### src/rtl/tlm_guard_pkg.sv
package tlm_guard_pkg;
  localparam int N_SUP   = 2;
  localparam int N_TEMP  = 2;
  localparam int N_FATAL = N_SUP + N_TEMP;
  localparam int SEL_W   = 2;

  typedef enum logic [SEL_W-1:0] {
    LIM_FPGA_WARN  = 2'd0,
    LIM_FPGA_FATAL = 2'd1,
    LIM_BRD_WARN   = 2'd2,
    LIM_BRD_FATAL  = 2'd3
  } lim_sel_e;
endpackage

### src/rtl/tlm_limit_regs.sv
module tlm_limit_regs
  import tlm_guard_pkg::*;
#(
  parameter int TW = 16,
  parameter logic [N_TEMP-1:0][TW-1:0] WARN_DEF  = '0,
  parameter logic [N_TEMP-1:0][TW-1:0] FATAL_DEF = '0
) (
  input  logic                         clk,
  input  logic                         rst,
  input  logic                         we,
  input  logic [SEL_W-1:0]             sel,
  input  logic [TW-1:0]                wdata,
  output logic [N_TEMP-1:0][TW-1:0]    warn_lim,
  output logic [N_TEMP-1:0][TW-1:0]    fatal_lim
);
  // sel[1] picks the channel, sel[0] picks fatal (1) or warning (0)
  for (genvar ch = 0; ch < N_TEMP; ch++) begin : g_ch
    always_ff @(posedge clk) begin
      if (rst) begin
        warn_lim[ch]  <= WARN_DEF[ch];
        fatal_lim[ch] <= FATAL_DEF[ch];
      end else if (we && (sel[1] == 1'(ch))) begin
        if (sel[0]) fatal_lim[ch] <= wdata;
        else        warn_lim[ch]  <= wdata;
      end
    end
  end
endmodule

### src/rtl/tlm_uv_chan.sv
module tlm_uv_chan #(
  parameter int VW    = 16,
  parameter int UV_MV = 10460
) (
  input  logic          clk,
  input  logic          rst,
  input  logic [VW-1:0] sample,
  input  logic          vld,
  output logic          fatal
);
  localparam logic [VW-1:0] UV_LIM = VW'(UV_MV);

  always_ff @(posedge clk) begin
    if (rst)      fatal <= 1'b0;
    else if (vld) fatal <= (sample < UV_LIM);
  end
endmodule

### src/rtl/tlm_ot_chan.sv
module tlm_ot_chan #(
  parameter int TW = 16
) (
  input  logic          clk,
  input  logic          rst,
  input  logic [TW-1:0] sample,
  input  logic          vld,
  input  logic [TW-1:0] warn_lim,
  input  logic [TW-1:0] fatal_lim,
  output logic          warn,
  output logic          fatal
);
  logic hit_warn, hit_fatal;

  always_comb begin
    hit_warn  = ($signed(sample) >= $signed(warn_lim));
    hit_fatal = ($signed(sample) >= $signed(fatal_lim));
  end

  always_ff @(posedge clk) begin
    if (rst) begin
      warn  <= 1'b0;
      fatal <= 1'b0;
    end else if (vld) begin
      warn  <= hit_warn;
      fatal <= hit_fatal;
    end
  end
endmodule

### src/rtl/tlm_trip_latch.sv
module tlm_trip_latch #(
  parameter int NF = 4
) (
  input  logic          clk,
  input  logic          rst,
  input  logic [NF-1:0] fatal,
  input  logic          clr,
  output logic          shutdown,
  output logic [NF-1:0] cause
);
  logic any_fatal;
  assign any_fatal = |fatal;

  always_ff @(posedge clk) begin
    if (rst) begin
      shutdown <= 1'b0;
      cause    <= '0;
    end else if (!shutdown) begin
      if (any_fatal) begin
        shutdown <= 1'b1;
        cause    <= fatal;
      end
    end else if (clr && !any_fatal) begin
      shutdown <= 1'b0;
      cause    <= '0;
    end
  end
endmodule

### src/rtl/tlm_guard.sv
module tlm_guard
  import tlm_guard_pkg::*;
#(
  parameter int VW            = 16,
  parameter int TW            = 16,
  parameter int UV_MV         = 10460,
  parameter int FPGA_WARN_HD  = 180,
  parameter int FPGA_FATAL_HD = 200,
  parameter int BRD_WARN_HD   = 150,
  parameter int BRD_FATAL_HD  = 170
) (
  input  logic          clk,
  input  logic          rst,
  input  logic [VW-1:0] aux_mv,
  input  logic          aux_vld,
  input  logic [VW-1:0] edge_mv,
  input  logic          edge_vld,
  input  logic [TW-1:0] fpga_temp,
  input  logic          fpga_vld,
  input  logic [TW-1:0] brd_temp,
  input  logic          brd_vld,
  input  logic          lim_we,
  input  logic [1:0]    lim_sel,
  input  logic [TW-1:0] lim_wdata,
  input  logic          clr_trip,
  output logic [1:0]    warn_flags,
  output logic [3:0]    fatal_flags,
  output logic          shutdown_req,
  output logic [3:0]    trip_cause
);
  localparam logic [N_TEMP-1:0][TW-1:0] WARN_DEF  = {TW'(BRD_WARN_HD),  TW'(FPGA_WARN_HD)};
  localparam logic [N_TEMP-1:0][TW-1:0] FATAL_DEF = {TW'(BRD_FATAL_HD), TW'(FPGA_FATAL_HD)};

  logic [N_SUP-1:0][VW-1:0]  sup_mv;
  logic [N_SUP-1:0]          sup_vld;
  logic [N_TEMP-1:0][TW-1:0] tmp_val;
  logic [N_TEMP-1:0]         tmp_vld;
  logic [N_TEMP-1:0][TW-1:0] warn_lim, fatal_lim;
  logic [N_FATAL-1:0]        fatal_vec;
  logic [N_TEMP-1:0]         warn_vec;

  assign sup_mv  = {edge_mv, aux_mv};
  assign sup_vld = {edge_vld, aux_vld};
  assign tmp_val = {brd_temp, fpga_temp};
  assign tmp_vld = {brd_vld, fpga_vld};

  tlm_limit_regs #(
    .TW(TW), .WARN_DEF(WARN_DEF), .FATAL_DEF(FATAL_DEF)
  ) u_lims (
    .clk(clk), .rst(rst), .we(lim_we), .sel(lim_sel), .wdata(lim_wdata),
    .warn_lim(warn_lim), .fatal_lim(fatal_lim)
  );

  for (genvar i = 0; i < N_SUP; i++) begin : g_sup
    tlm_uv_chan #(.VW(VW), .UV_MV(UV_MV)) u_uv (
      .clk(clk), .rst(rst), .sample(sup_mv[i]), .vld(sup_vld[i]),
      .fatal(fatal_vec[i])
    );
  end

  for (genvar j = 0; j < N_TEMP; j++) begin : g_tmp
    tlm_ot_chan #(.TW(TW)) u_ot (
      .clk(clk), .rst(rst), .sample(tmp_val[j]), .vld(tmp_vld[j]),
      .warn_lim(warn_lim[j]), .fatal_lim(fatal_lim[j]),
      .warn(warn_vec[j]), .fatal(fatal_vec[N_SUP+j])
    );
  end

  tlm_trip_latch #(.NF(N_FATAL)) u_trip (
    .clk(clk), .rst(rst), .fatal(fatal_vec), .clr(clr_trip),
    .shutdown(shutdown_req), .cause(trip_cause)
  );

  assign warn_flags  = warn_vec;
  assign fatal_flags = fatal_vec;
endmodule

### config.mk
export PLATFORM = sky130hd
export DESIGN_NAME = tlm_guard
export DESIGN_NICKNAME = d
export VERILOG_FILES = /design/src/rtl/tlm_guard_pkg.sv /design/src/rtl/tlm_limit_regs.sv /design/src/rtl/tlm_uv_chan.sv /design/src/rtl/tlm_ot_chan.sv /design/src/rtl/tlm_trip_latch.sv /design/src/rtl/tlm_guard.sv
export SDC_FILE = /design/constraint.sdc
export NUM_CORES = 1
export LEC_CHECK = 0
export BUFFER_PORTS_ARGS = -buffer_cell sky130_fd_sc_hd__buf_2
export CORE_MARGIN = 2
export CORE_UTILIZATION = 40
export CTS_CLUSTER_SIZE = 14
export DETAILED_ROUTE_END_ITERATION = 10
export PLACE_DENSITY_LB_ADDON = 0.1
export SETUP_SLACK_MARGIN = 0.1
export SLEW_MARGIN = 10
export SYNTH_ARGS = -nofsm -noshare
export SYNTH_HDL_FRONTEND = slang
export SYNTH_HIERARCHICAL = 1
export SYNTH_SLANG_ARGS = --single-unit
### constraint.sdc
create_clock -name clk -period 1.5 [get_ports clk]
set_input_delay 0.3 -clock clk [delete_from_list [all_inputs] [get_ports clk]]
set_output_delay 0.3 -clock clk [all_outputs]
set_load 0.01 [all_outputs]
==> results of run 1 <==
## per-layer routing
metal / up-vias / share of wire [%]
met2: 54 / 47
met4: 0 / 1.1
met5: - / 0
met1: 1885 / 48
met3: 11 / 3.2
li1: 2050 / -
## synth_stat cells (3+ instances only)
master and instances:
nor2_1 32, nand2b_1 65, a21o_1 6, buf_6 3, nor3_1 6, dfxtp_1 75
inv_1 65, clkbuf_1 6, nand4_2 4, nand2_1 10, o21ai_0 6, nor4_1 10
buf_2 5, nor2b_1 4, a21oi_1 27, o211ai_2 3, nand4_1 12, ha_1 64
a2111oi_2 5, nand3_1 6, mux2i_1 68
## sequential cells by signal (all words and copies together) (netlist names)
name              count
g_sup.u_uv/fatal      2
g_tmp.u_ot/fatal      2
g_tmp.u_ot/warn       2
u_lims/fatal_lim     32
u_lims/warn_lim      32
u_trip/cause          4
u_trip/shutdown       1
## area by class of cell
type / count / share of cell area [%]
Multi-Input combinational cell: 362 / 54.8
Sequential cell: 75 / 22.9
Inverter: 65 / 3.66
Tap cell: 147 / 2.76
Timing Repair Buffer: 122 / 11.1
Clock buffer: 10 / 3.59
Clock inverter: 5 / 1.16
## kinds of logic after synthesis
family | count (synthesis)
fa+ha+maj | 64
mux | 68
flops | 75
buf+inv | 81
simple gates | 165
compound gates | 65
## worst max-delay path by stage
stage                               startpoint             endpoint  cells after the start
after global routing      u_lims/fatal_lim[27]  g_tmp[1].u_ot/fatal                      6
after global placement             brd_temp[1]  g_tmp[1].u_ot/fatal                      7
after floorplan           u_lims/fatal_lim[21]  g_tmp[1].u_ot/fatal                      7
after CTS                 u_lims/fatal_lim[17]  g_tmp[1].u_ot/fatal                      7
after detailed placement           brd_temp[1]  g_tmp[1].u_ot/fatal                      7
final                     u_lims/fatal_lim[27]  g_tmp[1].u_ot/fatal                      6
## repair_timing
| action | 4_1_cts | 5_1_grt |
|---|---|---|
| pin swaps | 33 | 14 |
| endpoints found under the setup margin | 4 | 5 |
| hold endpoints to repair | 0 | 0 |
| setup buffers | 2 | 2 |
| resized for setup | 68 | 34 |
## worst register-to-register path: cells and delay by family, from the launching register on
kind	cells	cell delay, ns
and+or+nand+nor	2	0.28
adders and majority gates	1	0.28
DFF	1	0.34
muxes	1	0.13
AOI/OAI and AO/OA	1	0.37
buffers and inverters	1	0.09
## power breakdown
part | switching (mW) | internal, mW | leakage (nW)
Clock | 0.830 | 1.49 | 0.154
Sequential | 0.0712 | 2.08 | 0.616
Combinational | 0.573 | 0.573 | 2.14
Total | 1.47 | 4.14 | 2.91
==> results by group, run 1 <==
Yosys
  • Post-synth top area share: a little under a third
  • Top cells by area, synth: dfxtp_1 (31%), ha_1 (17%), mux2i_1 (14%)
  • Post-synth EDFFs: 0
  • Mux contribution to synthesized area: roughly 14%
  • Fraction of registers with async set/reset: 0%
  • Post-Syn Area per Cell: 9.31 um2
  • Compound-Gate Fraction of Synth Area: 9.96%
  • Number of synthesized register bits: 75
  • Sequential area share after synthesis: 31.1%
  • Cell variety after synth: 43
  • Synth Area in Simple Gates: a little over a fifth
  • Synthesized net count: 672
  • Leading area contributor after synthesis: dfxtp_1
  • Synth Cell Area: 4820 um2
  • Warnings, synthesis: 6
  • Main combinational cell family by area after synthesis: simple AND/OR/NAND/NOR gates
  • XOR/XNOR share of the synthesized area: 0%
  • Cells after synthesis: 518
  • Synth Flop Type: dfxtp_1
  • Synthesized-area fraction occupied by adder cells: 16.6%

Global route
  • Initial antenna violation count: 0
  • M3 GR Usage: 3.45%
  • Vias in the first global route: 4026
  • Largest net degree at the start of global routing: 47
  • Tot GR Track Use: 20.2%
  • GRT busiest layer: met2
  • Grt met2 use: between 30 and 40%
  • First-pass GRT wire length: ~20000 um
  • Gr ovfl total: 0
  • Met1 global-route usage: around 27%

Setup path
  • Worst R2R Start: u_lims/fatal_lim[27]
  • Slowest stage delay, CP: approximately 0.37 ns
  • Crit end category: flop
  • Crit path DAT: 1.81 ns
  • Critical path buffers and inverters: 1
  • Register-to-Register Path Depth: 6
  • WP data required: 1.71 ns
  • Worst setup SP type: flop
  • Worst-path fanout max: 3
  • Slowest cell on crit path: a2111oi_2
  • Cells along the critical path: inv_1, ha_4, nand4_1, a2111oi_2, nor4_2, mux2i_1
  • Reg2reg setup slack: -0.1 ns
  • Worst path top cell family by delay: compound AO/OA/AOI/OAI gates
  • Worst r2r dst: g_tmp[1].u_ot/fatal
  • Type of the worst setup path: reg2reg

Placement
  • Place WS: -0.265 ns
  • Placer Congestion: 0.797
  • Inst Count DP: between 700 and 800
  • Placed Area: 5620 um2
  • Post-detail-place hpwl: 9330 um
  • Buffers on Ports: 96

Clock network
  • H-tree depth: 3
  • Clock transition at path regs: about 0.06 ns
  • Skew-Pair Late Insertion Delay: 0.33 ns
  • CTS max path bufs: 2
  • CTS root buffer: clkbuf_16
  • CTS tree: done
  • Hold Buf Count CTS: 0
  • TritonCTS Buffers: 9
  • Clock sink count: 75

Drt
  • Drt drc: 0
  • First-iteration detailed-routing DRC count: 116
  • DRT Wirelength: ~13000 um
  • Vias: 4000
  • Via density: 5.09
  • Final antenna-violating net count: 0
  • Drt first pass iters: 4
  • Avg WL per Cell: ~16 um

Timing
  • Minimum clock period after layout: 1.60 ns
  • Slew Viols, Final: 0
  • Max Freq: 626 MHz
  • Worst hold slack: 0.232 ns
  • RSZ-0062 raised after global routing: yes
  • Setup Skew: 0.00671 ns
  • Final Hold Viols: 0
  • Setup Viol. Count Final: 4
  • Setup TNS: -0.305 ns
  • Setup ws final: -0.0977 ns
  • Period utilisation layout: 107%
  • Slew HR: between 50% and 60%
  • Worst Tran Pin Value: 0.609 ns

Layout
  • Multi-input gate area: 3650 um2
  • Design area: 6660 um2
  • Final Util: 55.9%
  • Storage cell area: roughly 1500 um2
  • Share of cells above drive strength 1: 40.1%
  • Fill cells: 1051
  • Commonest non-fill, non-tap cell in the layout: buf_2
  • Post-Layout Cell Count: roughly 800
  • Nets: 789
  • Commonest non-fill, non-tap cells in the layout: buf_2 (96), mux2i_1 (68), nand2b_1 (65)
  • Antenna cells: 0
  • Layout area overhead: 38.2%

Floorplanning
  • Die Y: 114 um
  • Core area: ~12000 um2
  • # IOs: ~100
  • Die width: 114 um
  • Row count: 40
  • Initial Util: 40.5%
  • Die area: around 13000 um2

Power
  • Total Power: 5.62 mW
  • Peak VDD IR: between 400 and 500 uV
  • Leak pwr: 2.91 nW
  • Pwr Density: 843 nW/um2

Worst hold path
  • Hold endpoint: g_sup[0].u_uv/fatal
  • Hold Crit Start: aux_vld
  • Hold Path Depth: 3
  • Hold Path Class: in2reg

Flow run
  • Max-Cap Viols: 0

Status
  • Status: complete, but fails checks
  • Failing checks: negative setup slack
Power figures use the tool's default switching activity.
==> run 2, diff against run 1 <==
--- a/config.mk
+++ b/config.mk
@@ -7,7 +7,8 @@
 export LEC_CHECK = 0
 export BUFFER_PORTS_ARGS = -buffer_cell sky130_fd_sc_hd__buf_2
 export CORE_MARGIN = 2
-export CORE_UTILIZATION = 40
+export CORE_UTILIZATION = 25
+export CTS_CLUSTER_DIAMETER = 200
 export CTS_CLUSTER_SIZE = 14
 export DETAILED_ROUTE_END_ITERATION = 10
 export PLACE_DENSITY_LB_ADDON = 0.1
==> results by group, run 2 (same netlist as run 1, synthesis figures left out) <==
Clock network
  • TritonCTS Buffers: 9
  • Clock transition at path regs: 0.06 ns
  • H-tree depth: 3
  • Skew-Pair Late Insertion Delay: 0.34 ns
  • Clock sink count: 75
  • Hold Buf Count CTS: 0
  • CTS tree: done
  • CTS root buffer: clkbuf_16
  • CTS max path bufs: 2

Setup path
  • Crit end category: flop
  • Register-to-Register Path Depth: 7
  • Crit path DAT: 1.84 ns
  • Type of the worst setup path: reg2reg
  • Slowest stage delay, CP: 0.37 ns
  • Worst-path fanout max: 2
  • Cells along the critical path: inv_2, ha_4, buf_6, nand4_1, a2111oi_4, a2111oi_2, mux2i_1
  • Worst path top cell family by delay: compound AO/OA/AOI/OAI gates
  • Reg2reg setup slack: -0.12 ns
  • Critical path buffers and inverters: 2
  • Worst r2r dst: g_tmp[0].u_ot/fatal
  • Worst setup SP type: flop
  • Worst R2R Start: u_lims/fatal_lim[5]
  • WP data required: around 1.7 ns
  • Slowest cell on crit path: a2111oi_4

Layout
  • Layout area overhead: 36.7%
  • Nets: 791
  • Design area: 6590 um2
  • Fill cells: 1965
  • Commonest non-fill, non-tap cells in the layout: buf_2 (96), mux2i_1 (68), nand2b_1 (65)
  • Antenna cells: 0
  • Biggest regs: u_lims/fatal_lim (32), u_lims/warn_lim (32), u_trip/cause (4)
  • Share of cells above drive strength 1: between 30% and 40%
  • Commonest non-fill, non-tap cell in the layout: buf_2

Timing
  • Max Freq: roughly 620 MHz
  • Worst Tran Pin Value: 0.344 ns
  • Minimum clock period after layout: 1.62 ns
  • Period utilisation layout: 108%
  • Final Hold Viols: 0
  • Setup Skew: 0.00763 ns
  • Slew HR: 77.0%
  • Slew Viols, Final: 0
  • Setup ws final: -0.124 ns
  • RSZ-0062 raised after global routing: yes
  • Setup Viol. Count Final: 4

Worst hold path
  • Hold Path Class: in2reg
  • Hold Path Depth: 3
  • Hold Crit Start: edge_vld
  • Hold endpoint: g_sup[1].u_uv/fatal

Power
  • Peak VDD IR: 504 uV
  • Pwr Density: 877 nW/um2
  • Total Power: 5.78 mW
  • Leak pwr: 2.93 nW

Placement
  • Placed Area: ~5800 um2
  • Buffers on Ports: between 90 and 100
  • Post-detail-place hpwl: 10700 um
  • Placer Congestion: roughly 0.77

Floorplanning
  • Die width: 143 um
  • Core area: approximately 19000 um2
  • Die area: about 20000 um2
  • Die Y: around 140 um
  • Row count: 50
  • Initial Util: 25.6%
  • # IOs: 101

Global route
  • Tot GR Track Use: 13.5%
  • First-pass GRT wire length: 21000 um
  • Vias in the first global route: 4043
  • Gr ovfl total: 0
  • Largest net degree at the start of global routing: 52
  • Initial antenna violation count: 0

Drt
  • Drt first pass iters: 4
  • Via density: approximately 4.4
  • Drt drc: 0
  • Vias: approximately 3900
  • First-iteration detailed-routing DRC count: 129
  • Final antenna-violating net count: 0
  • DRT Wirelength: 13500 um
  • Avg WL per Cell: 14.9 um

Flow run
  • Max-Cap Viols: 0

Status
  • Status: complete, but fails checks
  • Failing checks: negative setup slack
[run 2: how the worst max path moves through the flow]
stage	endpoint	slack, ns	cells past startpoint	startpoint
after floorplan	g_tmp[1].u_ot/fatal	-0.02	7	u_lims/fatal_lim[21]
after global placement	g_tmp[1].u_ot/fatal	-0.22	7	brd_temp[1]
after detailed placement	g_tmp[0].u_ot/warn	-0.21	6	fpga_temp[3]
after CTS	g_tmp[0].u_ot/warn	-0.18	7	u_lims/warn_lim[1]
after global routing	g_tmp[1].u_ot/fatal	-0.25	7	u_lims/fatal_lim[17]
final	g_tmp[0].u_ot/fatal	-0.12	7	u_lims/fatal_lim[5]
[run 2: worst reg2reg max path: cells and delay by family, from the launching register on]
family	cells	cell delay (ns)
fa+ha+maj	1	0.27
compound gates	2	0.45
buf+inv	2	0.12
flops	1	0.34
simple gates	1	0.20
mux	1	0.13
[run 2: what timing repair did]
action                     4_1_cts  5_1_grt
setup buffers                    2        0
resized for setup               39       27
setup endpoints to repair        5        4
pin swaps                       12       15
[run 2: metal layers]
metal,vias to the layer above,part of all wire (%),global-route usage (%)
met5,-,0,0
met4,0,2.3,6.04
met3,22,2.5,2.11
met2,50,46,21.2
met1,1812,49,18.1
li1,2052,-,-
[run 2: report_power, final]
| part | switching [mW] | internal [mW] | total [mW] | leakage, nW |
|---|---|---|---|---|
| combinational | 0.546 | 0.537 | 1.08 | 2.15 |
| sequential | 0.0702 | 2.08 | 2.15 | 0.616 |
| clock | 0.879 | 1.67 | 2.55 | 0.169 |
| total | 1.50 | 4.29 | 5.78 | 2.93 |
[run 2: area by class of cell]
class	instances	area, um2	area share [%]
flip-flops and latches	75	1520	23.1
repair buffers	124	757	11.5
well taps	260	325	4.93
multi-input cells	362	3400	51.6
inverters	65	244	3.70
clock inverters	5	100	1.52
clock buffers	11	243	3.68
[run 2: through the flow]
step	setup TNS (ns)	hold slack, ns	instances	utilization (%)	worst slack (ns)
3_3_place_gp	-0.777	0.456	884	30.8	-0.225
5_1_grt	-0.886	0.243	902	35.0	-0.247
3_5_place_dp	-0.795	0.467	884	30.8	-0.208
2_1_floorplan	-0.0449	0.366	518	-	-0.0178
4_1_cts	-0.522	0.217	902	34.1	-0.176
6_report	-0.462	0.235	902	35.0	-0.124
